--- src/rtl/gtmr_pkg.sv ---
package gtmr_pkg;
  localparam int unsigned DEF_CNT_W  = 64;
  localparam int unsigned DEF_REL_W  = 32;
  localparam int unsigned DEF_NUM_CH = 2;

  typedef enum logic [1:0] {
    SEL_CTL = 2'd0,
    SEL_ABS = 2'd1,
    SEL_REL = 2'd2,
    SEL_CNT = 2'd3
  } reg_sel_e;
endpackage

--- src/rtl/gtmr_counter.sv ---
module gtmr_counter #(
  parameter int unsigned CNT_W = 64
) (
  input  logic             clk_i,
  input  logic             rst_ni,
  input  logic             tick_i,
  output logic [CNT_W-1:0] cnt_o
);
  logic [CNT_W-1:0] cnt_q;

  always_ff @(posedge clk_i or negedge rst_ni) begin
    if (!rst_ni)     cnt_q <= '0;
    else if (tick_i) cnt_q <= cnt_q + CNT_W'(1);
  end

  assign cnt_o = cnt_q;

  AST_CNT_STEP: assert property (@(posedge clk_i) disable iff (!rst_ni)
    tick_i |=> cnt_q == $past(cnt_q) + CNT_W'(1));
  AST_CNT_HOLD: assert property (@(posedge clk_i) disable iff (!rst_ni)
    !tick_i |=> $stable(cnt_q));
endmodule

--- src/rtl/gtmr_status.sv ---
module gtmr_status #(
  parameter int unsigned CNT_W = 64
) (
  input  logic             clk_i,
  input  logic             rst_ni,
  input  logic             en_i,
  input  logic             mask_i,
  input  logic [CNT_W-1:0] cmp_i,
  input  logic [CNT_W-1:0] cnt_i,
  output logic             stat_o,
  output logic             irq_o
);
  logic reached;

  // unsigned compare: both operands are plain logic vectors
  assign reached = (cnt_i >= cmp_i);
  assign stat_o  = en_i & reached;
  assign irq_o   = stat_o & ~mask_i;

  // once reached, status stays while enabled and compare unchanged (counter only grows)
  AST_STAT_STICKY: assert property (@(posedge clk_i) disable iff (!rst_ni)
    ($past(stat_o) && en_i && $stable(cmp_i) && cnt_i != '0) |-> stat_o);
endmodule

--- src/rtl/gtmr_chan.sv ---
module gtmr_chan #(
  parameter int unsigned CNT_W = 64,
  parameter int unsigned REL_W = 32
) (
  input  logic             clk_i,
  input  logic             rst_ni,
  input  logic [CNT_W-1:0] cnt_i,
  input  logic             wr_ctl_i,
  input  logic             wr_abs_i,
  input  logic             wr_rel_i,
  input  logic [CNT_W-1:0] wdata_i,
  output logic [2:0]       ctl_o,
  output logic [CNT_W-1:0] cmp_o,
  output logic [REL_W-1:0] rel_o,
  output logic             irq_o
);
  localparam int unsigned EXT_W = CNT_W - REL_W;

  logic             en_q;
  logic             mask_q;
  logic [CNT_W-1:0] cmp_q;
  logic [CNT_W-1:0] rel_sext;
  logic             stat;

  assign rel_sext = {{EXT_W{wdata_i[REL_W-1]}}, wdata_i[REL_W-1:0]};

  always_ff @(posedge clk_i or negedge rst_ni) begin
    if (!rst_ni) begin
      en_q   <= 1'b0;
      mask_q <= 1'b0;
    end else if (wr_ctl_i) begin
      en_q   <= wdata_i[0];
      mask_q <= wdata_i[1];
    end
  end

  always_ff @(posedge clk_i or negedge rst_ni) begin
    if (!rst_ni)       cmp_q <= '0;
    else if (wr_abs_i) cmp_q <= wdata_i;
    else if (wr_rel_i) cmp_q <= cnt_i + rel_sext;
  end

  gtmr_status #(.CNT_W(CNT_W)) u_status (
    .clk_i  (clk_i),
    .rst_ni (rst_ni),
    .en_i   (en_q),
    .mask_i (mask_q),
    .cmp_i  (cmp_q),
    .cnt_i  (cnt_i),
    .stat_o (stat),
    .irq_o  (irq_o)
  );

  assign ctl_o = {stat, mask_q, en_q};
  assign cmp_o = cmp_q;
  assign rel_o = REL_W'(cmp_q - cnt_i);

  AST_CTL_WR: assert property (@(posedge clk_i) disable iff (!rst_ni)
    wr_ctl_i |=> ctl_o[1:0] == $past(wdata_i[1:0]));
  AST_OFF_QUIET: assert property (@(posedge clk_i) disable iff (!rst_ni)
    (wr_ctl_i && !wdata_i[0]) |=> (!irq_o && !ctl_o[2]));
  AST_ABS_WR: assert property (@(posedge clk_i) disable iff (!rst_ni)
    wr_abs_i |=> cmp_o == $past(wdata_i));
  AST_REL_WR: assert property (@(posedge clk_i) disable iff (!rst_ni)
    (wr_rel_i && !wr_abs_i) |=> REL_W'(cmp_o - $past(cnt_i)) == $past(wdata_i[REL_W-1:0]));
endmodule

--- src/rtl/gen_cmp_timer.sv ---
module gen_cmp_timer
  import gtmr_pkg::*;
#(
  parameter int unsigned NUM_CH = DEF_NUM_CH,
  parameter int unsigned CNT_W  = DEF_CNT_W,
  parameter int unsigned REL_W  = DEF_REL_W,
  localparam int unsigned CH_W  = (NUM_CH > 1) ? $clog2(NUM_CH) : 1
) (
  input  logic              clk_i,
  input  logic              rst_ni,
  input  logic              tick_i,
  input  logic              wr_en_i,
  input  logic [CH_W-1:0]   wr_chan_i,
  input  logic [1:0]        wr_reg_i,
  input  logic [CNT_W-1:0]  wr_data_i,
  input  logic [CH_W-1:0]   rd_chan_i,
  input  logic [1:0]        rd_reg_i,
  output logic [CNT_W-1:0]  rd_data_o,
  output logic [NUM_CH-1:0] irq_o,
  output logic [CNT_W-1:0]  cnt_o
);
  reg_sel_e         wsel;
  reg_sel_e         rsel;
  logic [CNT_W-1:0] cnt;
  logic [2:0]       ctl_a [NUM_CH];
  logic [CNT_W-1:0] cmp_a [NUM_CH];
  logic [REL_W-1:0] rel_a [NUM_CH];

  assign wsel = reg_sel_e'(wr_reg_i);
  assign rsel = reg_sel_e'(rd_reg_i);

  gtmr_counter #(.CNT_W(CNT_W)) u_counter (
    .clk_i  (clk_i),
    .rst_ni (rst_ni),
    .tick_i (tick_i),
    .cnt_o  (cnt)
  );

  for (genvar i = 0; i < NUM_CH; i++) begin : g_ch
    logic hit;
    assign hit = wr_en_i && (int'(wr_chan_i) == i);

    gtmr_chan #(.CNT_W(CNT_W), .REL_W(REL_W)) u_chan (
      .clk_i    (clk_i),
      .rst_ni   (rst_ni),
      .cnt_i    (cnt),
      .wr_ctl_i (hit && wsel == SEL_CTL),
      .wr_abs_i (hit && wsel == SEL_ABS),
      .wr_rel_i (hit && wsel == SEL_REL),
      .wdata_i  (wr_data_i),
      .ctl_o    (ctl_a[i]),
      .cmp_o    (cmp_a[i]),
      .rel_o    (rel_a[i]),
      .irq_o    (irq_o[i])
    );

    AST_CH_ISOLATED: assert property (@(posedge clk_i) disable iff (!rst_ni)
      (wr_en_i && int'(wr_chan_i) != i) |=> ($stable(cmp_a[i]) && $stable(ctl_a[i][1:0])));
    AST_CNT_RO: assert property (@(posedge clk_i) disable iff (!rst_ni)
      (wr_en_i && wsel == SEL_CNT) |=> ($stable(cmp_a[i]) && $stable(ctl_a[i][1:0])));
    AST_IRQ_MASKED: assert property (@(posedge clk_i) disable iff (!rst_ni)
      irq_o[i] |-> (!ctl_a[i][1] && ctl_a[i][2]));
  end

  always_comb begin
    rd_data_o = '0;
    if (rsel == SEL_CNT) begin
      rd_data_o = cnt;
    end else if (int'(rd_chan_i) < NUM_CH) begin
      case (rsel)
        SEL_CTL: rd_data_o = CNT_W'(ctl_a[rd_chan_i]);
        SEL_ABS: rd_data_o = cmp_a[rd_chan_i];
        SEL_REL: rd_data_o = CNT_W'(rel_a[rd_chan_i]);
        default: rd_data_o = '0;
      endcase
    end
  end

  assign cnt_o = cnt;
endmodule

--- config.mk ---
export PLATFORM = sky130hd
export DESIGN_NAME = gen_cmp_timer
export DESIGN_NICKNAME = d
export VERILOG_FILES = /design/src/rtl/gtmr_pkg.sv /design/src/rtl/gtmr_counter.sv /design/src/rtl/gtmr_status.sv /design/src/rtl/gtmr_chan.sv /design/src/rtl/gen_cmp_timer.sv
export SDC_FILE = /design/constraint.sdc
export NUM_CORES = 1
export LEC_CHECK = 0
export ABC_AREA = 0
export CAP_MARGIN = 20
export CELL_PAD_IN_SITES_DETAIL_PLACEMENT = 0
export CELL_PAD_IN_SITES_GLOBAL_PLACEMENT = 1
export CORE_ASPECT_RATIO = 0.5
export CORE_MARGIN = 2
export CORE_UTILIZATION = 49
export CTS_CLUSTER_DIAMETER = 50
export DETAILED_ROUTE_END_ITERATION = 16
export GPL_ROUTABILITY_DRIVEN = 0
export PLACE_DENSITY_LB_ADDON = 0.1
export SYNTH_ARGS = -nofsm -noshare
export SYNTH_HDL_FRONTEND = slang
export SYNTH_HIERARCHICAL = 1
export SYNTH_SLANG_ARGS = --single-unit
--- constraint.sdc ---
create_clock -name clk_i -period 6.8 [get_ports clk_i]
set_input_delay 2.04 -clock clk_i [delete_from_list [all_inputs] [get_ports clk_i]]
set_output_delay 2.04 -clock clk_i [all_outputs]
set_load 0.005 [all_outputs]
==> flow_summary.ini <==
[timing]
setup_ws_ps = 200
hold_viol = 0
worst_pin_slew_ps = 1080
fmax_mhz = 152
setup_viol = 0
tns_ps = 0
min_period_over_period = 0.971
worst_clock_skew_ps = 18.5
holdWs_ps = 551
fin_crit_ps = 6600
slew_headroom = 0.276
maxSlewViolCount = 0

[pwr]
swShare = 0.441
p_comb_frac = 0.551
power_density_mw_per_mm2 = 215
leakage_uw = 0.0132
totalPowerFinal_uw = 6260
p_seq_frac = 0.270
clock_power_share = 0.178
p_sw_uw = 2760
p_int_uw = 3500
ir_drop_uv = 190

[place]
place_ws_ps = 694
hpwl_um = 73300
place_area_mm2 = 0.0285
portBuffers = 203

[critical_path]
cp_top_family = compound AO/OA/AOI/OAI gates
r2r_cells = 13
cp_max_fo = 12
critPathKind = flop to primary output
critPathCaptureType = primary output
slowest_delay_ps = 680
worstPathArrival_ps = 4560
crit_cells = 16
cpMaxStageDelayCell = dfrtp_1
critPathBufInv = 2
startpoint = u_counter/cnt_o[10]$_DFFE_PN0P_
cp_cell_sequence = inv_1 -> ha_1 -> nand4_1 -> nor2_1 -> a211o_1 -> and2_4 -> a2111oi_4 -> a21oi_1 -> o2111ai_1 -> a31oi_2 -> nand3_1 -> o211ai_1 -> nor2b_1 -> a211oi_1 -> o22ai_1 -> clkdlybuf4s50_1
reg2reg_setup_slack_ps = 2700
timing.rr.start = u_counter/cnt_o[0]$_DFFE_PN0P_
reg2reg_to = g_ch[0].u_chan/cmp_o[62]$_DFFE_PN0P_
crit_path_end = rd_data_o[30]
critPathRequiredTime_ps = 4760
start_kind = flop

[cells_and_area]
drive_gt1_frac = 0.0793
syn2layout_area_growth_pct = 13.8
nets = 3836
postLayoutCellArea_mm2 = 0.0292

[clock_tree]
cts_sinks = 196
cts_buffer_depth = 2
numCtsBuffers = 17
cts_max_level = 4
path_clk_slew_ps = 80
insertion_delay_ps = 480
root_buffer = clkbuf_16
cts_tree = yes

[synth]
avgSynthCellArea_um2 = 7.80
synth_common_cells = nand2_1 (360), ha_1 (317), a21oi_1 (300), inv_1 (271), o21ai_0 (227)
ys_ff_latch = 196
synth_top_area_share = 0.191
synth_seq_area_share = 0.191
ys_warn_count = 6
synth_edf_count = 0
synth_nets = 3681
synthCells = 3286
ys.flop_type = dfrtp_1
synth.most_common_cell = nand2_1
netlist-cell-type-count = 89
async_flop_share = 1.00
synth_top_area_cell = dfrtp_1
syn_area_mm2 = 0.0256
synth_area_leaders = dfrtp_1 (19%), ha_1 (15%), a21oi_1 (5.9%)

[die]
rows = 59
fp.dieH_um = 166
fp.dieW_um = 328
num_io_pins = 204
die-area_mm2 = 0.0543
start_util = 0.495
core_area_mm2 = 0.0518

[route]
dr.pass1.iters = 12
via_count = 25200
drtAntennaViolNets = 0
viasPerCell = 6.07
remaining_drc_errors = 0
wl_um = 91500
avgRoutedWirePerCell_um = 22.0
drt-initial-drc-count = 2051

[global_routing]
grt_max_degree = 109
antenna_found_initial = 0
grt_pass1_wl_um = 141000
grt_pass1_vias = 24100
grt_usage = 0.332
overflow = 0

[min_path]
min_path_type = flop to flop

[status]
outcome = finished, final reports clean

[job]
max-cap-violations = 0
==> how the worst min path moves through the flow <==
stage | from | end | cells past startpoint
after CTS | g_ch[1].u_chan/cmp_o[61]$_DFFE_PN0P_ | g_ch[1].u_chan/cmp_o[61]$_DFFE_PN0P_ | 1
after global placement | g_ch[1].u_chan/cmp_o[63]$_DFFE_PN0P_ | g_ch[1].u_chan/cmp_o[63]$_DFFE_PN0P_ | 2
after detailed placement | g_ch[0].u_chan/cmp_o[61]$_DFFE_PN0P_ | g_ch[0].u_chan/cmp_o[61]$_DFFE_PN0P_ | 1
after global routing | g_ch[1].u_chan/cmp_o[61]$_DFFE_PN0P_ | g_ch[1].u_chan/cmp_o[61]$_DFFE_PN0P_ | 1
final | g_ch[0].u_chan/cmp_o[54]$_DFFE_PN0P_ | g_ch[0].u_chan/cmp_o[54]$_DFFE_PN0P_ | 2
after floorplan | g_ch[1].u_chan/cmp_o[59]$_DFFE_PN0P_ | g_ch[1].u_chan/cmp_o[59]$_DFFE_PN0P_ | 2
==> per-stage QoR <==
stage                util  std cells
floorplan               -       3286
global placement    0.550       4121
detailed placement  0.550       4121
CTS                 0.562       4153
global route        0.563       4155
finish              0.563       4156
==> routing by layer <==
| metal | share of wire | track usage | routed length [µm] |
|---|---|---|---|
| met5 | 0 | 0 | 0 |
| met4 | 0.039 | 0.131 | 3600 |
| met3 | 0.054 | 0.0327 | 4940 |
| met2 | 0.46 | 0.553 | 42500 |
| met1 | 0.44 | 0.443 | 40400 |
==> cells by family after synthesis <==
family,after synthesis,share of synthesized area
compound gates,1007,0.255
xor+xnor,219,0.0748
fa+ha+maj,321,0.158
buf+inv,414,0.0667
flops,196,0.191
mux,157,0.0632
simple gates,972,0.191
==> power by group through the flow <==
| stage | registers [µW] | logic, µW | clock network [µW] |
|---|---|---|---|
| 2_1_floorplan | 1600 | 2390 | 0 |
| 3_3_place_gp | 1710 | 3340 | 0 |
| 3_5_place_dp | 1720 | 3390 | 0 |
| 4_1_cts | 1690 | 3410 | 1130 |
| 5_1_grt | 1720 | 3850 | 1170 |
| 6_report | 1690 | 3450 | 1120 |
==> area by class of cell <==
| class | count | area [µm²] |
|---|---|---|
| clock buffer | 18 | 439 |
| inverter | 271 | 1020 |
| antenna | 1 | 2.50 |
| tap | 701 | 877 |
| clock inverter | 14 | 169 |
| fill | 5001 | 22600 |
| timing repair buffer | 279 | 2680 |
| sequential | 196 | 4910 |
| multi-input combinational | 2676 | 19100 |
==> worst register-to-register path, cell delays in order (launching register included) <==
cell,delay (ps)
dfrtp_1,410
buf_4,190
ha_1,260
fa_1,440
a211oi_2,250
nor2_1,110
o31ai_2,450
a21o_2,260
a31oi_4,140
a311oi_2,730
nor3_2,170
nor3_2,210
mux2i_1,110
a221o_1,270
==> state kept, by name (all words and copies together), names as in the netlist <==
signal              flops
g_ch.u_chan/cmp_o     128
g_ch.u_chan/en_q        2
g_ch.u_chan/mask_q      2
u_counter/cnt_o        64
==> repair_timing <==
item,in CTS,in global routing
buffers inserted,0,2
hold buffers,0,0
endpoints found under the setup margin,0,2
resized for setup,0,11
==> cell usage in the layout, fill, tap and decap left out, drive strengths merged, types with 79 or more instances in the layout <==
cell           instances
ha                   317
nor2                 162
xor2                 105
clkdlybuf4s50        199
a21o                 126
o21ai                263
inv                  275
mux2i                117
buf                   79
xnor2                114
a21oi                308
nand2                363
dfrtp                196
nand4                 93
No activity file was read; power rests on OpenSTA's default activity.
